### config.mk
export PLATFORM = sky130hd
export DESIGN_NAME = sram_host_ctl
export DESIGN_NICKNAME = d
export VERILOG_FILES = /design/src/rtl/sram_ctl_pkg.sv /design/src/rtl/sram_phase_timer.sv /design/src/rtl/sram_turnaround_guard.sv /design/src/rtl/sram_host_ctl.sv
export SDC_FILE = /design/constraint.sdc
export NUM_CORES = 1
export LEC_CHECK = 0
export ABC_AREA = 0
export BUFFER_PORTS_ARGS = -buffer_cell sky130_fd_sc_hd__buf_2
export CORE_MARGIN = 2
export CORE_UTILIZATION = 55
export DETAILED_ROUTE_END_ITERATION = 8
export GPL_TIMING_DRIVEN = 0
export PLACE_DENSITY = 0.86
export SYNTH_ARGS = -nofsm -noshare
export SYNTH_HDL_FRONTEND = slang
export SYNTH_SLANG_ARGS = --single-unit
### constraint.sdc
create_clock -name clk -period 5.52 [get_ports clk]
set_clock_uncertainty 0.05 [all_clocks]
set_input_delay 1.104 -clock clk [delete_from_list [all_inputs] [get_ports clk]]
set_output_delay 1.104 -clock clk [all_outputs]
set_load 0.02 [all_outputs]
### src/rtl/sram_ctl_pkg.sv
package sram_ctl_pkg;

  typedef enum logic [2:0] {
    ST_IDLE,
    ST_RD_ACC,
    ST_WR_SETUP,
    ST_WR_PULSE,
    ST_WR_RECOV,
    ST_HOLD
  } ctl_state_t;

  // Nanoseconds to whole clock cycles, rounded up, never below one.
  function automatic int ns_to_cyc(input int ns, input int period);
    int c;
    c = (ns + period - 1) / period;
    if (c < 1) c = 1;
    return c;
  endfunction

  function automatic int imax(input int a, input int b);
    return (a > b) ? a : b;
  endfunction

endpackage

### src/rtl/sram_phase_timer.sv
// Down-counter: loaded with N-1 on entry, reports last on the N-th cycle.
module sram_phase_timer #(
  parameter int CNT_W = 5
) (
  input  logic             clk,
  input  logic             rst,
  input  logic             load,
  input  logic [CNT_W-1:0] load_val,
  output logic             last
);
  logic [CNT_W-1:0] cnt;

  always_ff @(posedge clk) begin
    if (rst) begin
      cnt <= '0;
    end else if (load) begin
      cnt <= load_val;
    end else if (cnt != '0) begin
      cnt <= cnt - 1'b1;
    end
  end

  assign last = (cnt == '0);
endmodule

### src/rtl/sram_turnaround_guard.sv
// Counts cycles since output enable rose; permits driving once the
// memory has had time to release the shared bus.
module sram_turnaround_guard #(
  parameter int HOLD_CYC = 7
) (
  input  logic clk,
  input  logic rst,
  input  logic oe_n,
  output logic drive_ok
);
  localparam int G_W = $clog2(HOLD_CYC + 1) + 1;

  logic [G_W-1:0] cnt;

  always_ff @(posedge clk) begin
    if (rst) begin
      cnt <= '0;
    end else if (!oe_n) begin
      cnt <= G_W'(HOLD_CYC);
    end else if (cnt != '0) begin
      cnt <= cnt - 1'b1;
    end
  end

  assign drive_ok = oe_n && (cnt == '0);
endmodule

### src/rtl/sram_host_ctl.sv
module sram_host_ctl
  import sram_ctl_pkg::*;
#(
  parameter int ADDR_W  = 15,
  parameter int DATA_W  = 8,
  parameter int CLK_NS  = 4,
  parameter int T_AS_NS = 0,
  parameter int T_WP_NS = 45,
  parameter int T_AW_NS = 50,
  parameter int T_DW_NS = 30,
  parameter int T_WR_NS = 0,
  parameter int T_WC_NS = 70,
  parameter int T_AA_NS = 70,
  parameter int T_OE_NS = 35,
  parameter int T_RC_NS = 70,
  parameter int T_HZ_NS = 25
) (
  input  logic              clk,
  input  logic              rst,
  input  logic              req,
  input  logic              req_wr,
  input  logic [ADDR_W-1:0] req_addr,
  input  logic [DATA_W-1:0] req_wdata,
  output logic [DATA_W-1:0] rsp_rdata,
  output logic              busy,
  output logic              done,
  output logic [ADDR_W-1:0] mem_addr,
  output logic              mem_cs_n,
  output logic              mem_we_n,
  output logic              mem_oe_n,
  output logic [DATA_W-1:0] mem_dq_out,
  output logic              mem_dq_oe,
  input  logic [DATA_W-1:0] mem_dq_in
);

  localparam int AS_CYC    = ns_to_cyc(T_AS_NS, CLK_NS);
  localparam int PULSE_CYC = imax(ns_to_cyc(T_WP_NS, CLK_NS),
                                  imax(ns_to_cyc(T_DW_NS, CLK_NS),
                                       ns_to_cyc(T_AW_NS, CLK_NS)));
  localparam int WR_CYC    = ns_to_cyc(T_WR_NS, CLK_NS);
  localparam int WC_CYC    = ns_to_cyc(T_WC_NS, CLK_NS);
  localparam int ACC_CYC   = imax(ns_to_cyc(T_AA_NS, CLK_NS),
                                  ns_to_cyc(T_OE_NS, CLK_NS));
  localparam int RC_CYC    = ns_to_cyc(T_RC_NS, CLK_NS);
  localparam int TURN_CYC  = ns_to_cyc(T_HZ_NS, CLK_NS);
  localparam int MAX_CYC   = imax(imax(imax(AS_CYC, PULSE_CYC), imax(WR_CYC, WC_CYC)),
                                  imax(ACC_CYC, RC_CYC));
  localparam int CNT_W     = $clog2(MAX_CYC + 1) + 1;

  ctl_state_t        state;
  logic              cs_n_q, we_n_q, oe_n_q, dq_oe_q, busy_q, done_q;
  logic [ADDR_W-1:0] addr_q;
  logic [DATA_W-1:0] wdata_q, rdata_q;

  logic             ph_load, ph_last, cyc_load, cyc_last, drive_ok;
  logic [CNT_W-1:0] ph_val, cyc_val;

  // Phase timer: setup, pulse, recovery and read-access windows.
  sram_phase_timer #(.CNT_W(CNT_W)) u_phase (
    .clk      (clk),
    .rst      (rst),
    .load     (ph_load),
    .load_val (ph_val),
    .last     (ph_last)
  );

  // Cycle-time meter: enforces the read/write cycle minimum.
  sram_phase_timer #(.CNT_W(CNT_W)) u_cycle (
    .clk      (clk),
    .rst      (rst),
    .load     (cyc_load),
    .load_val (cyc_val),
    .last     (cyc_last)
  );

  sram_turnaround_guard #(.HOLD_CYC(TURN_CYC)) u_guard (
    .clk      (clk),
    .rst      (rst),
    .oe_n     (oe_n_q),
    .drive_ok (drive_ok)
  );

  always_comb begin
    ph_load  = 1'b0;
    ph_val   = '0;
    cyc_load = 1'b0;
    cyc_val  = '0;
    case (state)
      ST_IDLE: begin
        if (req) begin
          ph_load  = 1'b1;
          cyc_load = 1'b1;
          ph_val   = req_wr ? CNT_W'(AS_CYC - 1) : CNT_W'(ACC_CYC - 1);
          cyc_val  = req_wr ? CNT_W'(WC_CYC - 1) : CNT_W'(RC_CYC - 1);
        end
      end
      ST_WR_SETUP: begin
        if (ph_last && dq_oe_q) begin
          ph_load = 1'b1;
          ph_val  = CNT_W'(PULSE_CYC - 1);
        end
      end
      ST_WR_PULSE: begin
        if (ph_last) begin
          ph_load = 1'b1;
          ph_val  = CNT_W'(WR_CYC - 1);
        end
      end
      default: ;
    endcase
  end

  always_ff @(posedge clk) begin
    if (rst) begin
      state   <= ST_IDLE;
      cs_n_q  <= 1'b1;
      we_n_q  <= 1'b1;
      oe_n_q  <= 1'b1;
      dq_oe_q <= 1'b0;
      busy_q  <= 1'b0;
      done_q  <= 1'b0;
      addr_q  <= '0;
      wdata_q <= '0;
      rdata_q <= '0;
    end else begin
      done_q <= 1'b0;
      case (state)
        ST_IDLE: begin
          if (req) begin
            busy_q <= 1'b1;
            cs_n_q <= 1'b0;
            addr_q <= req_addr;
            if (req_wr) begin
              wdata_q <= req_wdata;
              dq_oe_q <= drive_ok;
              state   <= ST_WR_SETUP;
            end else begin
              oe_n_q <= 1'b0;
              state  <= ST_RD_ACC;
            end
          end
        end
        ST_RD_ACC: begin
          if (ph_last) begin
            rdata_q <= mem_dq_in;
            done_q  <= 1'b1;
            cs_n_q  <= 1'b1;
            oe_n_q  <= 1'b1;
            if (cyc_last) begin
              busy_q <= 1'b0;
              state  <= ST_IDLE;
            end else begin
              state <= ST_HOLD;
            end
          end
        end
        ST_WR_SETUP: begin
          if (!dq_oe_q && drive_ok) dq_oe_q <= 1'b1;
          if (ph_last && dq_oe_q) begin
            we_n_q <= 1'b0;
            state  <= ST_WR_PULSE;
          end
        end
        ST_WR_PULSE: begin
          if (ph_last) begin
            we_n_q <= 1'b1;
            state  <= ST_WR_RECOV;
          end
        end
        ST_WR_RECOV: begin
          if (ph_last) begin
            cs_n_q  <= 1'b1;
            dq_oe_q <= 1'b0;
            done_q  <= 1'b1;
            if (cyc_last) begin
              busy_q <= 1'b0;
              state  <= ST_IDLE;
            end else begin
              state <= ST_HOLD;
            end
          end
        end
        ST_HOLD: begin
          if (cyc_last) begin
            busy_q <= 1'b0;
            state  <= ST_IDLE;
          end
        end
        default: state <= ST_IDLE;
      endcase
    end
  end

  assign rsp_rdata  = rdata_q;
  assign busy       = busy_q;
  assign done       = done_q;
  assign mem_addr   = addr_q;
  assign mem_cs_n   = cs_n_q;
  assign mem_we_n   = we_n_q;
  assign mem_oe_n   = oe_n_q;
  assign mem_dq_out = wdata_q;
  assign mem_dq_oe  = dq_oe_q;

endmodule

==> results_dict.tcl <==
set metrics [dict create \
    status "completed" \
    grt_start_max_net_pins 19 \
    hold_path.startpoint "mem_dq_out[4]$_SDFFE_PP0P_" \
    power_frac_clock 0.165 \
    final_antenna_net_count 0 \
    drt-total-wl_um 5705 \
    cts.sinks 56 \
    io_pins 72 \
    p_seq_frac 0.359 \
    hold_violations 0 \
    synth_ff_type "dfxtp_1" \
    hold_path_class "flip-flop to flip-flop" \
    pwr_density_cell_nw_per_um2 558.0 \
    yosysUniqueCellTypes 47 \
    antennaDiodeCount 0 \
    dr_total_vias 2259 \
    crit_type "primary input to flip-flop" \
    worstPathRequired_ps 5660 \
    final_cell_area_um2 2985 \
    slew_violations 0 \
    grt_pass1_wl_um 9418 \
    chipHeight_um 70.74 \
    placedCellCount 410 \
    cts_buffers 5 \
    cts_resized 0 \
    cts_setup_buffers 0 \
    dieArea_um2 5004 \
    start_util 0.5666 \
    dpl_cell_area_um2 2870 \
    total_power_mw 1.666 \
    drive_gt1_frac 0.2568 \
    nets 406 \
    die_x_um 70.74 \
    place_congestion 0.8521 \
    synth-seq-area-share 0.4576 \
    hold_slack_ps 412.5 \
    netSwitchingPower_mw 0.6970 \
    synthToLayoutAreaGrowth_pct 21.86 \
    io_buffers 71 \
    insertion_delay_ps 320 \
    cp-start-kind "primary input" \
    syn-cell-area_um2 2450 \
    clk_pin_slew_ps 100 \
    hpwlAfterDp_um 4210 \
    syn_area_per_cell_um2 8.536 \
    fin_crit_ps 2200 \
    layout_setup_ws_ps 3320 \
    cts_hold_buf 0 \
    htree_levels 2 \
    ctsLongestPathBuffers 2 \
    post-route-period-util 0.3986 \
    tns_ps 0 \
    synth_edf_count 0 \
    drt_pass1_iterations 4 \
    swShare 0.4184 \
    core-area_um2 4324 \
    cts-root-buf "clkbuf_8" \
    max_freq_mhz 454.5 \
    crit_path_max_fanout 10 \
    worstMarginPinSlew_ps 540.4 \
    r2r_start "u_guard.cnt[0]$_SDFFE_PP0P_" \
    cts_tree "yes" \
    rsz0062_at_grt "false" \
    intPower_mw 0.9689 \
    slew_headroom 0.6369 \
    synthesis.nets 328 \
    ys_ff_latch 56 \
    via_per_inst 5.404 \
    netlist_instances 287 \
    antenna_found_initial 0 \
    power.leakage_nw 1.320 \
    vdd_drop_max_uv 296.3 \
    yosysWarningCount 0 \
    maxCapViolCount 0 \
    std_cell_rows 24 \
    cp-end-kind "flip-flop" \
    final_util 0.6904 \
    globalRouteOverflowTotal 0 \
    grt_usage 0.2335 \
    drc 0 \
    dp_slack_ps 2981 \
    grt_pass1_vias 2082 \
    cp-startpoint "req" \
    async_flop_share 0 \
    setup_viol 0 \
    critical_path_arrival_ps 2340 \
    wire_per_inst_um 13.65 \
    combPwrFrac 0.476 \
    drt-initial-drc-count 150 \
    stdcell_count 418 \
]
per-layer routing:
layer / global-route usage / share of wire / up-vias
li1: - / - / 1137
met5: 0 / 0 / -
met1: 0.2816 / 0.42 / 1024
met2: 0.3967 / 0.48 / 83
met4: 0.07757 / 0.023 / 0
met3: 0.07265 / 0.072 / 15
sequential cells by signal, summed over array words and instances, names as in the netlist:
name,flops
mem_dq_oe,1
mem_dq_out,8
u_phase.cnt,6
done,1
u_guard.cnt,4
state,3
mem_addr,15
mem_oe_n,1
mem_cs_n,1
busy,1
mem_we_n,1
u_cycle.cnt,6
rsp_rdata,8
kinds of logic (layout without fill, tap and decap cells):
family	after synthesis	in the layout	synth area share
AND/OR/NAND/NOR	114	114	0.2375
AO/OA/AOI/OAI	63	63	0.1491
flip-flops	56	56	0.4576
buffers and inverters	29	108	0.05107
multiplexers	10	10	0.04137
XOR/XNOR	8	8	0.02860
adder cells (fa/ha/maj)	7	7	0.03473
power groups by stage:
stage,Combinational (mW),Clock (mW),Sequential [mW]
floorplan,0.536,0,0.657
global placement,0.761,0,0.598
detailed placement,0.785,0,0.606
CTS,0.792,0.280,0.597
global route,0.884,0.292,0.612
finish,0.793,0.275,0.599
placed cells by master (no fill, tap or decap), drive strengths merged, types with 6 or more instances in the layout:
cell and n:
buf 80, dfxtp 56, nand2 47, a21oi 40, nor2 20, nand3 15, inv 13, clkbuf 13
mux2i 9, nor3 7, ha 6
worst paths after layout:
| kind | end | slack (ps) | depth (start not counted) |
|---|---|---|---|
| max | u_phase.cnt[0]$_SDFFE_PP0P_ | 3320 | 6 |
| min | mem_dq_out[4]$_SDFFE_PP0P_ | 410 | 2 |
| max reg2reg | mem_dq_oe$_SDFFE_PP0P_ | 3660 | 5 |
| min reg2reg | mem_dq_out[4]$_SDFFE_PP0P_ | 410 | 2 |
synth_stat cells (all sizes together), types with 3 or more instances:
library cell	number	share of area
a21oi	40	0.082
buf	9	0.020
clkbuf	8	0.012
dfxtp	56	0.46
ha	6	0.031
inv	12	0.018
mux2i	9	0.037
nand2	47	0.072
nand2b	5	0.013
nand3	15	0.031
nor2	20	0.034
nor2b	3	0.0077
nor3	7	0.014
nor3b	3	0.0092
o21ai	5	0.010
or3	3	0.0097
or3b	3	0.011
xnor2	4	0.014
xor2	4	0.014
critical path: stages:
cell,delay (ps)
buf_2,140
nor4b_4,480
or2_0,160
buf_2,180
o21bai_1,160
o22ai_1,110
cell type report:
cell class              count  area [µm²]
fillers                   343        1339
well taps                  52       65.06
plain buffers              17       80.08
flip-flops and latches     56        1121
clock inverters             3       46.29
clock buffers               5       68.82
multi-input cells         202        1204
repair buffers             71       355.3
inverters                  12       45.04
Note: power is estimated with default switching activity, not from simulation.
